**config.mk**
```make
export PLATFORM = sky130hd
export DESIGN_NAME = fdc_ctl_regs
export DESIGN_NICKNAME = d
export VERILOG_FILES = /design/src/rtl/fdc_ctl_pkg.sv /design/src/rtl/fdc_drive_ctl_reg.sv /design/src/rtl/fdc_rate_reg.sv /design/src/rtl/fdc_chg_status.sv /design/src/rtl/fdc_ctl_regs.sv
export SDC_FILE = /design/constraint.sdc
export NUM_CORES = 1
export LEC_CHECK = 0
export CAP_MARGIN = 0
export CELL_PAD_IN_SITES_DETAIL_PLACEMENT = 1
export CELL_PAD_IN_SITES_GLOBAL_PLACEMENT = 1
export CORE_UTILIZATION = 23
export CTS_CLUSTER_SIZE = 20
export DETAILED_ROUTE_END_ITERATION = 16
export MAX_ROUTING_LAYER = met4
export PLACE_DENSITY_LB_ADDON = 0.1
export SYNTH_ARGS = -nofsm -noshare
export SYNTH_HDL_FRONTEND = slang
export SYNTH_HIERARCHICAL = 1
export SYNTH_SLANG_ARGS = --single-unit
```
**constraint.sdc**
```tcl
create_clock -name clk -period 0.8 [get_ports clk]
set_input_delay 0.08 -clock clk [delete_from_list [all_inputs] [get_ports clk]]
set_output_delay 0.08 -clock clk [all_outputs]
set_load 0.01 [all_outputs]
```
**src/rtl/fdc_ctl_pkg.sv**
```systemverilog
package fdc_ctl_pkg;

   typedef enum logic [1:0] {
      RATE_500K = 2'b00,
      RATE_300K = 2'b01,
      RATE_250K = 2'b10,
      RATE_1M   = 2'b11
   } rate_e;

   typedef struct packed {
      logic [3:0] motor_on;
      logic       dma_en;
      logic       run;
      logic [1:0] drive;
   } drvctl_t;

endpackage

```
**src/rtl/fdc_drive_ctl_reg.sv**
```systemverilog
module fdc_drive_ctl_reg #(
   parameter int DW         = 8,
   parameter int NUM_DRIVES = 4
) (
   input  logic                  clk,
   input  logic                  rst_n,
   input  logic                  wr_en,
   input  logic [DW-1:0]         wdata,
   output logic [NUM_DRIVES-1:0] motor_n,
   output logic [NUM_DRIVES-1:0] dsel_n,
   output logic                  dma_gate,
   output logic                  core_rst_n
);
   import fdc_ctl_pkg::*;

   localparam int SEL_W = $clog2(NUM_DRIVES);

   if (DW != $bits(drvctl_t)) begin : g_bad_dw
      $fatal(1, "drive control byte width must match field layout");
   end
   if (NUM_DRIVES != 4) begin : g_bad_drives
      $fatal(1, "field layout carries exactly four drives");
   end

   drvctl_t ctl_q;

   always_ff @(posedge clk or negedge rst_n) begin
      if (!rst_n)
         ctl_q <= '0;
      else if (wr_en)
         ctl_q <= drvctl_t'(wdata);
   end

   for (genvar g = 0; g < NUM_DRIVES; g++) begin : g_drive
      assign motor_n[g] = ~ctl_q.motor_on[g];
      assign dsel_n[g]  = ~((ctl_q.drive == SEL_W'(g)) && ctl_q.motor_on[g]);
   end

   assign dma_gate   = ctl_q.dma_en;
   assign core_rst_n = ctl_q.run;

endmodule

```
**src/rtl/fdc_rate_reg.sv**
```systemverilog
module fdc_rate_reg #(
   parameter int               RATE_W     = 2,
   parameter logic [RATE_W-1:0] RESET_CODE = 2'b10
) (
   input  logic              clk,
   input  logic              rst_n,
   input  logic              wr_en,
   input  logic [RATE_W-1:0] wcode,
   output logic [RATE_W-1:0] code
);

   if (RATE_W < 1) begin : g_bad_w
      $fatal(1, "rate code needs at least one bit");
   end

   always_ff @(posedge clk or negedge rst_n) begin
      if (!rst_n)
         code <= RESET_CODE;
      else if (wr_en)
         code <= wcode;
   end

endmodule

```
**src/rtl/fdc_chg_status.sv**
```systemverilog
module fdc_chg_status #(
   parameter int DW          = 8,
   parameter int SYNC_STAGES = 2
) (
   input  logic          clk,
   input  logic          rst_n,
   input  logic          dskchg_n,
   input  logic          rd_sel,
   output logic [DW-1:0] rdata,
   output logic [DW-1:0] rdata_oe
);

   if (SYNC_STAGES < 2) begin : g_bad_sync
      $fatal(1, "synchronizer needs two or more stages");
   end
   if (DW < 2) begin : g_bad_dw
      $fatal(1, "status byte too narrow");
   end

   logic [SYNC_STAGES-1:0] sync_q;
   logic                   chg_q;

   always_ff @(posedge clk or negedge rst_n) begin
      if (!rst_n) begin
         sync_q <= '1;
         chg_q  <= 1'b0;
      end else begin
         sync_q <= {sync_q[SYNC_STAGES-2:0], dskchg_n};
         chg_q  <= ~sync_q[SYNC_STAGES-1];
      end
   end

   assign rdata    = rd_sel ? {chg_q, {(DW-1){1'b0}}} : '0;
   assign rdata_oe = rd_sel ? {1'b1,  {(DW-1){1'b0}}} : '0;

endmodule

```
**src/rtl/fdc_ctl_regs.sv**
```systemverilog
module fdc_ctl_regs #(
   parameter int               DW            = 8,
   parameter int               AW            = 2,
   parameter int               NUM_DRIVES    = 4,
   parameter int               SYNC_STAGES   = 2,
   parameter int               RATE_W        = 2,
   parameter logic [RATE_W-1:0] RATE_RESET    = 2'b10,
   parameter logic [AW-1:0]    ADR_DRIVE_CTL = 2'd2,
   parameter logic [AW-1:0]    ADR_RATE      = 2'd3,
   parameter logic [AW-1:0]    ADR_CHG       = 2'd3
) (
   input  logic                  clk,
   input  logic                  rst_n,
   input  logic [AW-1:0]         bus_addr,
   input  logic                  bus_wr,
   input  logic                  bus_rd,
   input  logic [DW-1:0]         bus_wdata,
   output logic [DW-1:0]         bus_rdata,
   output logic [DW-1:0]         bus_rdata_oe,
   input  logic                  dskchg_n,
   output logic [NUM_DRIVES-1:0] motor_n,
   output logic [NUM_DRIVES-1:0] dsel_n,
   output logic                  dma_irq_en,
   output logic                  core_rst_n,
   output logic [RATE_W-1:0]     rate_code
);

   if (RATE_W > DW) begin : g_bad_rate
      $fatal(1, "rate code wider than bus");
   end
   if (ADR_DRIVE_CTL == ADR_RATE) begin : g_bad_map
      $fatal(1, "write registers share an address");
   end

   logic wr_ctl, wr_rate, rd_chg;

   assign wr_ctl  = bus_wr && (bus_addr == ADR_DRIVE_CTL);
   assign wr_rate = bus_wr && (bus_addr == ADR_RATE);
   assign rd_chg  = bus_rd && (bus_addr == ADR_CHG);

   fdc_drive_ctl_reg #(
      .DW         (DW),
      .NUM_DRIVES (NUM_DRIVES)
   ) u_ctl (
      .clk        (clk),
      .rst_n      (rst_n),
      .wr_en      (wr_ctl),
      .wdata      (bus_wdata),
      .motor_n    (motor_n),
      .dsel_n     (dsel_n),
      .dma_gate   (dma_irq_en),
      .core_rst_n (core_rst_n)
   );

   fdc_rate_reg #(
      .RATE_W     (RATE_W),
      .RESET_CODE (RATE_RESET)
   ) u_rate (
      .clk   (clk),
      .rst_n (rst_n),
      .wr_en (wr_rate),
      .wcode (bus_wdata[RATE_W-1:0]),
      .code  (rate_code)
   );

   fdc_chg_status #(
      .DW          (DW),
      .SYNC_STAGES (SYNC_STAGES)
   ) u_chg (
      .clk      (clk),
      .rst_n    (rst_n),
      .dskchg_n (dskchg_n),
      .rd_sel   (rd_chg),
      .rdata    (bus_rdata),
      .rdata_oe (bus_rdata_oe)
   );

endmodule

```
==> flow_summary.yaml <==
routing:
  drt_first_pass_iters: 2
  routed-via-count: 452
  ant_nets: 0
  remaining_drc_errors: 0
  drt_first_iter_violations: 2
  routedWlPerCell_um: 11.2
  routed_wl_um: 1310
  routed_via_density: 3.86
clocking:
  h-tree-depth: 1
  cts_made_buffers: 3
  cts_setup_buffers: 0
  clock_latency_ns: 0.27
  clockBufferDepth: 2
  cts_tree: "built"
  cts_root_buffer: "clkbuf_4"
  hold_buffers: 0
  cts_sinks: 13
  clk_pin_slew_ns: 0.08
layout:
  layout_common_cells: "conb_1, buf_2, clkdlybuf4s50_1, dfrtp_1, mux2_4"
  nFillCells: 316
  final_cells: 117
  regArea_sq_um: 329
  layout.nets: 102
  multi_input_area_sq_um: 269
  final_common_cell: "conb_1"
  drive_gt1_share_pct: 47.7
  areaGrowthSynthToFinish_pct: 42.7
  diodes: 0
  utilization_pct: 34.7
floorplanning:
  initial_core_util_pct: 24.3
  rows: 19
  ios: 43
  coreArea_sq_mm: 0.00278
  die_h_um: 56.3
  die_w_um: 56.3
  dieArea_sq_mm: 0.00316
critical_path:
  end_kind: "output pin"
  cp_data_arrival_time_ns: 1.18
  crit_type: "flip-flop to output pin"
  reg2reg_setup_slack_ns: -0.11
  critPathMaxFanout: 2
  startpoint_type: "flip-flop"
  worstReg2RegStart: "u_ctl/ctl_q[0]$_DFFE_PN0P_"
  r2r-end: "u_ctl/ctl_q[0]$_DFFE_PN0P_"
  startpoint: "u_ctl/ctl_q[1]$_DFFE_PN0P_"
  reg2reg_depth: 2
  required_ns: 0.72
  endpoint: "dsel_n[0]"
grt:
  grt_pass1_wl_um: 2190
  gr-usage-met1_pct: 11.7
  grt_start_max_net_pins: 14
  grt_overflow: 0
  grt_pass1_vias: 466
  grt.met2_usage_pct: 13.6
  busiest_layer: "met2"
  antenna_found_initial: 0
  track_usage_pct: 9.47
  use_met3_pct: 3.23
logic_synthesis:
  ys_warn_count: 6
  ys_seq_area_share_pct: 48.6
  yosysUniqueCellTypes: 14
  ys_ff_latch: 13
  synth_cells: 53
  synthesis.area_sq_um: 677
  synth.avg_cell_area_sq_um: 12.8
placed_design:
  place.gp.congestion: 0.575
  io_buffers: 28
  dp_hpwl_um: 1010
  placed_cells: 114
sta:
  rsz0062_at_grt: "true"
  timing.final.hold_violations: 0
  clock_skew_ns: 0.000115
  fmax_ghz: 0.792
  min_period_ns: 1.26
  setup-violations-final: 16
  finalCritPeriodShare_pct: 158
  setup_ws_ns: -0.462
  maxSlewViolCount: 0
status:
  run_status: "finished, violations left"
  failed_checks: "setup timing"
pwr:
  vdd_ir_drop_max_uv: 942
  power.leakage_nw: 0.469
  p_per_area_mw_per_mm2: 1910
  total_power_mw: 1.85
hold_path:
  min_path_type: "input port to async pin"
run:
  cap_violations: 0
[area by class of cell]
type	count	area share (%)
repair buffers	32	29.4
multi-input cells	32	27.8
inverters	5	1.94
flip-flops and latches	13	34.1
well taps	31	4.02
clock buffers	4	2.72
[per-layer routing]
metal / part of all wire (%) / wire, um
met5: 0 / 0
met4: 1.0 / 13
met3: 6.4 / 84
met2: 48 / 625
met1: 45 / 582
[power breakdown]
part	switching [mW]	internal, mW	total, mW
Sequential	0.0702	0.772	0.842
Clock	0.204	0.193	0.397
Combinational	0.233	0.375	0.608
[stage by stage]
step	TNS (ns)	setup slack (ns)	hold slack (ns)	instance area (sq um)
after floorplan	-0.427	-0.0717	-0.216	728
after global placement	-9.86	-0.648	0.347	986
after detailed placement	-9.98	-0.673	0.351	986
after CTS	-3.24	-0.480	0.119	951
after global routing	-3.65	-0.504	0.124	966
final	-2.89	-0.462	0.128	966
[worst max-delay path: stages, from the launching register on]
cell	delay [ns]
dfrtp_1	0.41
or3b_4	0.38
buf_6	0.13
[worst min-delay path by stage]
stage / startpoint / to / slack, ns / cells past startpoint
CTS: rst_n / u_chg/chg_q$_DFF_PN0_ / 0.12 / 2
global route: rst_n / u_rate/code[0]$_DFFE_PN0P_ / 0.12 / 2
floorplan: rst_n / u_chg/chg_q$_DFF_PN0_ / -0.22 / 0
finish: rst_n / u_chg/chg_q$_DFF_PN0_ / 0.13 / 2
detailed placement: u_chg/sync_q[0]$_DFF_PN1_ / u_chg/sync_q[1]$_DFF_PN1_ / 0.35 / 0
global placement: u_chg/sync_q[0]$_DFF_PN1_ / u_chg/sync_q[1]$_DFF_PN1_ / 0.35 / 0
[registers in the layout, indices dropped and copies added, names as in the netlist]
register	flops
u_ctl/dma_gate	1
u_ctl/core_rst_n	1
u_rate/code	2
u_chg/sync_q	2
u_ctl/ctl_q	6
u_chg/chg_q	1
[what timing repair did]
item | in CTS | in global routing
gates resized for setup | 71 | 3
endpoints found under the hold margin | 0 | 0
pin swaps | 1 | 0
cloned | 0 | 0
endpoints found under the setup margin | 24 | 18
[logic make-up after synthesis]
kind of cell / Yosys count / share of synthesized area, %
multiplexers: 10 / 21.1
flip-flops: 13 / 48.6
other: 1 / 0.554
AND/OR/NAND/NOR: 8 / 8.69
buffers and inverters: 21 / 21.1
[Yosys cell counts, drive strengths merged]
library cell / n / area [sq um]
dfstp: 3 / 78.8
and3: 2 / 15.0
buf: 16 / 124
or3b: 1 / 8.76
mux2: 10 / 143
conb: 1 / 3.75
nand3b: 2 / 15.0
nand3: 1 / 5.00
and3b: 1 / 8.76
inv: 5 / 18.8
dfrtp: 10 / 250
and2: 1 / 6.26
Power figures use the tool's default switching activity.
